File: config.mk
export PLATFORM = sky130hd
export DESIGN_NAME = ir_rx_top
export DESIGN_NICKNAME = d
export VERILOG_FILES = /design/src/rtl/ir_rx_pkg.sv /design/src/rtl/ir_rx_edge.sv /design/src/rtl/ir_rx_timebase.sv /design/src/rtl/ir_rx_fifo.sv /design/src/rtl/ir_rx_top.sv
export SDC_FILE = /design/constraint.sdc
export NUM_CORES = 2
export LEC_CHECK = 0
export BUFFER_PORTS_ARGS = -buffer_cell sky130_fd_sc_hd__buf_2
export CAP_MARGIN = 0
export CORE_MARGIN = 3
export CORE_UTILIZATION = 63
export DETAILED_ROUTE_END_ITERATION = 12
export HOLD_SLACK_MARGIN = 0.1
export PLACE_DENSITY = 0.76
export SLEW_MARGIN = 20
export SYNTH_ARGS = -nofsm -noshare
export SYNTH_HDL_FRONTEND = slang
export SYNTH_SLANG_ARGS = --single-unit
File: constraint.sdc
create_clock -name clk -period 9.5 [get_ports clk]
set_input_delay 1.425 -clock clk [delete_from_list [all_inputs] [get_ports clk]]
set_output_delay 1.425 -clock clk [all_outputs]
set_load 0.1 [all_outputs]
File: src/rtl/ir_rx_pkg.sv
package ir_rx_pkg;

    localparam int REG_AW = 3;
    localparam int PRESC_W = 7;

    localparam logic [REG_AW-1:0] A_ENABLE = 3'd0;
    localparam logic [REG_AW-1:0] A_CFG    = 3'd1;
    localparam logic [REG_AW-1:0] A_START  = 3'd2;
    localparam logic [REG_AW-1:0] A_MASK   = 3'd3;
    localparam logic [REG_AW-1:0] A_STATUS = 3'd4;
    localparam logic [REG_AW-1:0] A_CLEAR  = 3'd5;
    localparam logic [REG_AW-1:0] A_POP    = 3'd6;
    localparam logic [REG_AW-1:0] A_LEVEL  = 3'd7;

    localparam int F_RCV = 0;
    localparam int F_TMO = 1;
    localparam int F_OVF = 2;

    typedef enum logic [1:0] {
        CAP_IDLE = 2'd0,
        CAP_LOW  = 2'd1,
        CAP_HIGH = 2'd2
    } cap_state_e;

    typedef struct packed {
        logic [15:0]        max_w;
        logic [1:0]         fmt;
        logic [5:0]         level;
        logic               raw;
        logic [PRESC_W-1:0] presc;
    } cfg_t;

    localparam cfg_t CFG_RESET = '{
        max_w: 16'd16000,
        fmt:   2'd0,
        level: 6'd0,
        raw:   1'b1,
        presc: 7'd0
    };

endpackage

File: src/rtl/ir_rx_edge.sv
module ir_rx_edge #(
    parameter int STAGES = 2
) (
    input  logic clk,
    input  logic rst_n,
    input  logic line_in,
    output logic rise,
    output logic fall
);
    // STAGES synchronizer flops followed by one history flop
    logic [STAGES:0] sh_d, sh_q;

    always_comb begin
        sh_d = {sh_q[STAGES-1:0], line_in};
    end

    always_ff @(posedge clk or negedge rst_n) begin
        if (!rst_n) sh_q <= '1;
        else        sh_q <= sh_d;
    end

    assign rise =  sh_q[STAGES-1] & ~sh_q[STAGES];
    assign fall = ~sh_q[STAGES-1] &  sh_q[STAGES];
endmodule

File: src/rtl/ir_rx_timebase.sv
module ir_rx_timebase
    import ir_rx_pkg::*;
#(
    parameter int DECADE = 10
) (
    input  logic               clk,
    input  logic               rst_n,
    input  logic               restart,
    input  logic [PRESC_W-1:0] presc,
    output logic               tick
);
    localparam int DW = $clog2(DECADE);

    typedef struct packed {
        logic [PRESC_W-1:0] us;
        logic [DW-1:0]      dec;
    } tb_t;

    tb_t tb_d, tb_q;
    logic us_wrap, dec_last;

    always_comb begin
        tb_d     = tb_q;
        us_wrap  = (tb_q.us >= presc);
        dec_last = (tb_q.dec == DW'(DECADE - 1));
        tick     = us_wrap && dec_last;
        if (restart) begin
            tb_d = '0;
        end else if (us_wrap) begin
            tb_d.us  = '0;
            tb_d.dec = dec_last ? '0 : tb_q.dec + DW'(1);
        end else begin
            tb_d.us = tb_q.us + PRESC_W'(1);
        end
    end

    always_ff @(posedge clk or negedge rst_n) begin
        if (!rst_n) tb_q <= '0;
        else        tb_q <= tb_d;
    end
endmodule

File: src/rtl/ir_rx_fifo.sv
module ir_rx_fifo #(
    parameter int WIDTH = 32,
    parameter int DEPTH = 64
) (
    input  logic                       clk,
    input  logic                       rst_n,
    input  logic                       push,
    input  logic [WIDTH-1:0]           din,
    input  logic                       pop,
    output logic [WIDTH-1:0]           head,
    output logic [$clog2(DEPTH+1)-1:0] count,
    output logic                       full,
    output logic                       empty
);
    localparam int AW = $clog2(DEPTH);
    localparam int CW = $clog2(DEPTH + 1);

    typedef struct packed {
        logic [AW-1:0] wp;
        logic [AW-1:0] rp;
        logic [CW-1:0] cnt;
    } ptr_t;

    ptr_t p_d, p_q;
    logic [WIDTH-1:0] mem [DEPTH];
    logic do_push, do_pop;

    assign full  = (p_q.cnt == CW'(DEPTH));
    assign empty = (p_q.cnt == '0);
    assign count = p_q.cnt;
    assign head  = mem[p_q.rp];

    always_comb begin
        p_d     = p_q;
        do_push = push && !full;
        do_pop  = pop && !empty;
        if (do_push) p_d.wp = (p_q.wp == AW'(DEPTH - 1)) ? '0 : p_q.wp + AW'(1);
        if (do_pop)  p_d.rp = (p_q.rp == AW'(DEPTH - 1)) ? '0 : p_q.rp + AW'(1);
        p_d.cnt = p_q.cnt + CW'(do_push) - CW'(do_pop);
    end

    always_ff @(posedge clk or negedge rst_n) begin
        if (!rst_n) p_q <= '0;
        else        p_q <= p_d;
    end

    always_ff @(posedge clk) begin
        if (do_push) mem[p_q.wp] <= din;
    end
endmodule

File: src/rtl/ir_rx_top.sv
module ir_rx_top
    import ir_rx_pkg::*;
#(
    parameter int FIFO_DEPTH  = 64,
    parameter int BUSY_CYCLES = 8,
    parameter int DECADE      = 10,
    parameter int SYNC_STAGES = 2
) (
    input  logic              clk,
    input  logic              rst_n,
    input  logic              reg_wr,
    input  logic              reg_rd,
    input  logic [REG_AW-1:0] reg_addr,
    input  logic [31:0]       reg_wdata,
    output logic [31:0]       reg_rdata,
    input  logic              ir_in,
    output logic              irq
);
    localparam int BW     = $clog2(BUSY_CYCLES + 1);
    localparam int CNT_W  = $clog2(FIFO_DEPTH + 1);

    typedef struct packed {
        logic          en;
        logic          run;
        logic [BW-1:0] busy;
        cfg_t          cfg;
        logic [2:0]    mask;
        logic [2:0]    flags;
        cap_state_e    cap;
        logic [15:0]   low;
        logic [15:0]   high;
        logic [31:0]   rdata;
    } st_t;

    st_t st_d, st_q;

    logic             edge_rise, edge_fall, unit_tick;
    logic [31:0]      fifo_head;
    logic [CNT_W-1:0] fifo_cnt;
    logic             fifo_full, fifo_empty;

    logic             sym_push, pop_req, push_ok;
    logic [31:0]      sym_data;
    logic [15:0]      clamp_w;
    logic [16:0]      sum_next;
    logic [CNT_W-1:0] cnt_after;
    logic [2:0]       flag_set, flag_clr;
    logic [31:0]      status_word;

    // signals observed by the bound checker
    logic busy_now, run_now, cap_idle;
    logic [2:0] flags_now;

    ir_rx_edge #(.STAGES(SYNC_STAGES)) u_edge (
        .clk     (clk),
        .rst_n   (rst_n),
        .line_in (ir_in),
        .rise    (edge_rise),
        .fall    (edge_fall)
    );

    ir_rx_timebase #(.DECADE(DECADE)) u_timebase (
        .clk     (clk),
        .rst_n   (rst_n),
        .restart (edge_rise | edge_fall),
        .presc   (st_q.cfg.presc),
        .tick    (unit_tick)
    );

    ir_rx_fifo #(.WIDTH(32), .DEPTH(FIFO_DEPTH)) u_fifo (
        .clk   (clk),
        .rst_n (rst_n),
        .push  (sym_push),
        .din   (sym_data),
        .pop   (pop_req),
        .head  (fifo_head),
        .count (fifo_cnt),
        .full  (fifo_full),
        .empty (fifo_empty)
    );

    assign status_word = {5'b0, st_q.flags, 13'b0, st_q.flags, 8'b0};

    always_comb begin
        st_d      = st_q;
        sym_push  = 1'b0;
        sym_data  = '0;
        pop_req   = 1'b0;
        flag_set  = '0;
        flag_clr  = '0;
        clamp_w   = '0;
        sum_next  = 17'(st_q.low) + 17'(st_q.high) + 17'd1;

        if (st_q.busy != '0) st_d.busy = st_q.busy - BW'(1);

        // capture engine
        case (st_q.cap)
            CAP_IDLE: begin
                if (st_q.run && edge_fall) begin
                    st_d.cap = CAP_LOW;
                    st_d.low = '0;
                end
            end
            CAP_LOW: begin
                if (edge_rise) begin
                    st_d.cap  = CAP_HIGH;
                    st_d.high = '0;
                end else if (unit_tick && st_q.low != '1) begin
                    st_d.low = st_q.low + 16'd1;
                end
            end
            CAP_HIGH: begin
                if (edge_fall) begin
                    sym_push = 1'b1;
                    sym_data = {st_q.high, st_q.low};
                    st_d.cap = CAP_LOW;
                    st_d.low = '0;
                end else if (unit_tick) begin
                    if (sum_next >= 17'(st_q.cfg.max_w)) begin
                        clamp_w  = (st_q.cfg.max_w > st_q.low) ? st_q.cfg.max_w - st_q.low : '0;
                        sym_push = 1'b1;
                        sym_data = {clamp_w, st_q.low};
                        st_d.cap = CAP_IDLE;
                        flag_set[F_TMO] = 1'b1;
                    end else begin
                        st_d.high = st_q.high + 16'd1;
                    end
                end
            end
            default: st_d.cap = CAP_IDLE;
        endcase

        // register reads
        if (reg_rd) begin
            case (reg_addr)
                A_ENABLE: st_d.rdata = {30'b0, (st_q.busy != '0), st_q.en};
                A_CFG:    st_d.rdata = st_q.cfg;
                A_MASK:   st_d.rdata = {29'b0, st_q.mask};
                A_STATUS: st_d.rdata = status_word;
                A_POP: begin
                    pop_req    = !fifo_empty;
                    st_d.rdata = fifo_empty ? '0 : fifo_head;
                end
                A_LEVEL:  st_d.rdata = 32'(fifo_cnt);
                default:  st_d.rdata = '0;
            endcase
        end

        // flag sources
        push_ok   = sym_push && !fifo_full;
        cnt_after = fifo_cnt + CNT_W'(push_ok) - CNT_W'(pop_req);
        if (push_ok && (int'(cnt_after) >= int'(st_q.cfg.level) + 1)) flag_set[F_RCV] = 1'b1;
        if (sym_push && fifo_full) flag_set[F_OVF] = 1'b1;

        // register writes
        if (reg_wr) begin
            case (reg_addr)
                A_ENABLE: begin
                    st_d.en = reg_wdata[0];
                    if (reg_wdata[0]) begin
                        st_d.busy = BW'(BUSY_CYCLES);
                    end else begin
                        st_d.run = 1'b0;
                        st_d.cap = CAP_IDLE;
                    end
                end
                A_CFG:   st_d.cfg = cfg_t'(reg_wdata);
                A_START: if (st_q.en && st_q.busy == '0) st_d.run = 1'b1;
                A_MASK:  st_d.mask = reg_wdata[2:0];
                A_CLEAR: begin
                    flag_clr = {reg_wdata[18], reg_wdata[17], reg_wdata[16]};
                    if (reg_wdata[7:0] == 8'hFF) flag_clr = '1;
                end
                default: ;
            endcase
        end

        st_d.flags = (st_q.flags & ~flag_clr) | flag_set;
    end

    always_ff @(posedge clk or negedge rst_n) begin
        if (!rst_n) begin
            st_q       <= '0;
            st_q.cfg   <= CFG_RESET;
            st_q.cap   <= CAP_IDLE;
        end else begin
            st_q <= st_d;
        end
    end

    assign reg_rdata = st_q.rdata;
    assign irq       = |(st_q.flags & ~st_q.mask);

    assign busy_now  = (st_q.busy != '0);
    assign run_now   = st_q.run;
    assign cap_idle  = (st_q.cap == CAP_IDLE);
    assign flags_now = st_q.flags;
endmodule

==> results.cfg <==
[finish]
final_nets = 4369
final_area_sq_um = 97300
drive_gt1_frac = 0.289
fillCellCount = 7950
syn2layout_area_growth_pct = 11.1
layout_common_cells = 2,048 x edfxtp_1, 672 x mux4_2, 209 x clkbuf_16
regArea_sq_um = 65100
post-route-util = 0.706
mostFrequentLayoutCell = edfxtp_1
multi_input_area_sq_um = 21700

[synthesis]
async_flop_share = 0.0653
ys_ff_latch = 2191
syn_avg_cell_area_sq_um = 21.4
netlist_area_sq_um = 87600
synth_warnings = 0
syn_inst = 4084
synth_ff_type = edfxtp_1
syn_nets = 4209
ys_types = 67
seq_area_frac_synth = 0.743
synth_edf_count = 2048

[setup_path]
slowest_stage = dfrtp_1
critPathCaptureType = flop
cp_slowest_stage_delay_ns = 0.43
critPathMostFrequentCell = ha_1
startpoint_type = flop
worstSetupPathType = reg -> reg
crit_buf_inv = 7
critPathTopFamily = compound AO/OA/AOI/OAI gates
cp.arrival_ns = 8.00
crit_fanout = 25
worstPathRequired_ns = 10.18

[floorplan]
coreArea_sq_um = 138000
initial_core_util = 0.635
fp.dieW_microns = 379
rows = 136
die_area_sq_um = 144000
ioPinCount = 73
die_y_microns = 379

[timing]
rsz0062_at_grt = false
min_period_over_period = 0.770
hold_slack_ns = 0.354
min_period_ns = 7.31
fin_tns_setup_ns = 0
max_freq_mhz = 137
slew_headroom = 0.244
setup_viol = 0
hold_violations = 0
timing_worst_slew_pin_value_ns = 1.13
drv_slew = 0
final.setup_skew_ns = 0.0535

[job]
drv_cap = 0

[placed_design]
gp_congestion = 0.894
numPortBuffers = 72
dpl_cell_area_sq_um = 90700
dp_hpwl_mm = 119

[clock_tree]
path_clk_slew_ns = 0.06
clock-sinks = 2191
cts_buffer_depth = 3
h-tree-depth = 4
cts_root_buffer = clkbuf_16
cts_resized = 0
cts-hold-fix-buffers = 0
cts_setup_buffers = 0
cts_tree = built
clk_latency_ns = 0.84
cts_buffers = 205

[grt]
grt-ovfl-total = 0
antenna_found_initial = 24
grt_pass1_wl_mm = 313
grt_use_total = 0.308
grt_pass1_vias = 44100
grt_max_degree = 116

[power]
peakVddDrop_mv = 0.273
power.total_mw = 23.4
static-leakage-power_nw = 31.6
p_per_area_nw_per_um2 = 240

[drt]
vias = 43600
dr.pass1.iters = 8
post_drt_wl_per_cell_microns = 34.6
ant_nets = 0
vias_per_cell = 7.02
first_iter_violations = 5808
drt-total-wl_mm = 215
route.detailed.drc = 0

[run_status]
status = completed

[min_path]
hold_path_class = reg -> reg
flip-flops by register name, summed over array words and instances (netlist names):
name	flops
run_now	1
u_fifo.mem	2048
u_fifo.count	7
flags_now	3
u_fifo.p_q	12
u_edge.sh_q	3
st_q	74
u_timebase.tb_q	11
reg_rdata	32
routing by layer:
metal	vias up	track usage	part of all wire
li1	17400	-	-
met1	23000	0.437	0.37
met2	2714	0.487	0.49
met3	481	0.0648	0.097
met4	12	0.104	0.034
met5	-	0	0.00035
synth_stat cells (12+ instances only):
| master | n | share of area |
|---|---|---|
| a21o_1 | 17 | 0.0015 |
| a21oi_1 | 43 | 0.0025 |
| a221o_1 | 19 | 0.0022 |
| a22oi_1 | 25 | 0.0021 |
| and2_1 | 22 | 0.0016 |
| and3_1 | 15 | 0.0011 |
| buf_1 | 30 | 0.0013 |
| buf_2 | 42 | 0.0024 |
| buf_4 | 43 | 0.0037 |
| clkbuf_1 | 121 | 0.0052 |
| dfrtp_1 | 133 | 0.038 |
| edfxtp_1 | 2048 | 0.70 |
| ha_1 | 83 | 0.012 |
| inv_1 | 89 | 0.0038 |
| mux2_2 | 18 | 0.0023 |
| mux4_2 | 672 | 0.17 |
| nand2_1 | 117 | 0.0050 |
| nand3_1 | 37 | 0.0021 |
| nand4_1 | 25 | 0.0018 |
| nor2_1 | 124 | 0.0053 |
| nor2b_1 | 27 | 0.0019 |
| nor3_1 | 30 | 0.0017 |
| o21ai_0 | 75 | 0.0043 |
| o221ai_1 | 12 | 0.0012 |
| o31ai_1 | 12 | 0.0010 |
| or3_1 | 14 | 0.0010 |
| xnor2_1 | 39 | 0.0039 |
| xor2_1 | 22 | 0.0022 |
final timing paths:
kind / from / cells after the start / slack, ns / to
worst max register to register: st_q[48]$_DFFE_PN0P_ / 33 / 2.19 / flags_now[0]$_DFF_PN0_
worst max-delay path: st_q[48]$_DFFE_PN0P_ / 33 / 2.19 / flags_now[0]$_DFF_PN0_
min in group asynchronous: rst_n / 1 / 0.70 / reg_rdata[15]$_DFFE_PN0P_
max in group asynchronous: rst_n / 2 / 7.40 / u_timebase.tb_q[1]$_DFFE_PN0P_
worst min-delay path: u_edge.sh_q[0]$_DFF_PN1_ / 0 / 0.35 / u_edge.sh_q[1]$_DFF_PN1_
worst min register to register: u_edge.sh_q[0]$_DFF_PN1_ / 0 / 0.35 / u_edge.sh_q[1]$_DFF_PN1_
logic make-up (layout without fill, tap and decap cells):
logic type               after synthesis  count (layout)  share of synthesized area
flip-flops                          2191            2191                      0.743
multiplexers                         697             697                      0.176
AND/OR/NAND/NOR                      451             451                     0.0248
buffers and inverters                326             658                     0.0165
AO/OA/AOI/OAI                        273             273                     0.0212
adder cells (fa/ha/maj)               85              85                     0.0123
XOR/XNOR                              61              61                    0.00610
other                                  0               4                          0
area by class of cell:
cell class                 count  share of cell area
multi-input combinational   1567               0.223
inverter                      89             0.00343
sequential                  2191               0.669
tap                         1794              0.0231
clock buffer                 264              0.0563
antenna                        4            0.000103
clock inverter               115              0.0104
timing repair buffer         190              0.0148
per-stage QoR:
step           std cells  worst slack [ns]
6_report            6214              2.19
3_5_place_dp        5827              2.24
5_1_grt             6210              1.53
3_3_place_gp        5824              2.34
2_1_floorplan       4084              2.29
4_1_cts             6206              2.13
report_power, final:
part / total, mW / internal [mW] / switching (mW)
clock: 7.98 / 4.47 / 3.50
combinational: 4.59 / 2.09 / 2.50
sequential: 10.8 / 10.5 / 0.291
total: 23.4 / 17.1 / 6.29
Power figures use the tool's default switching activity.
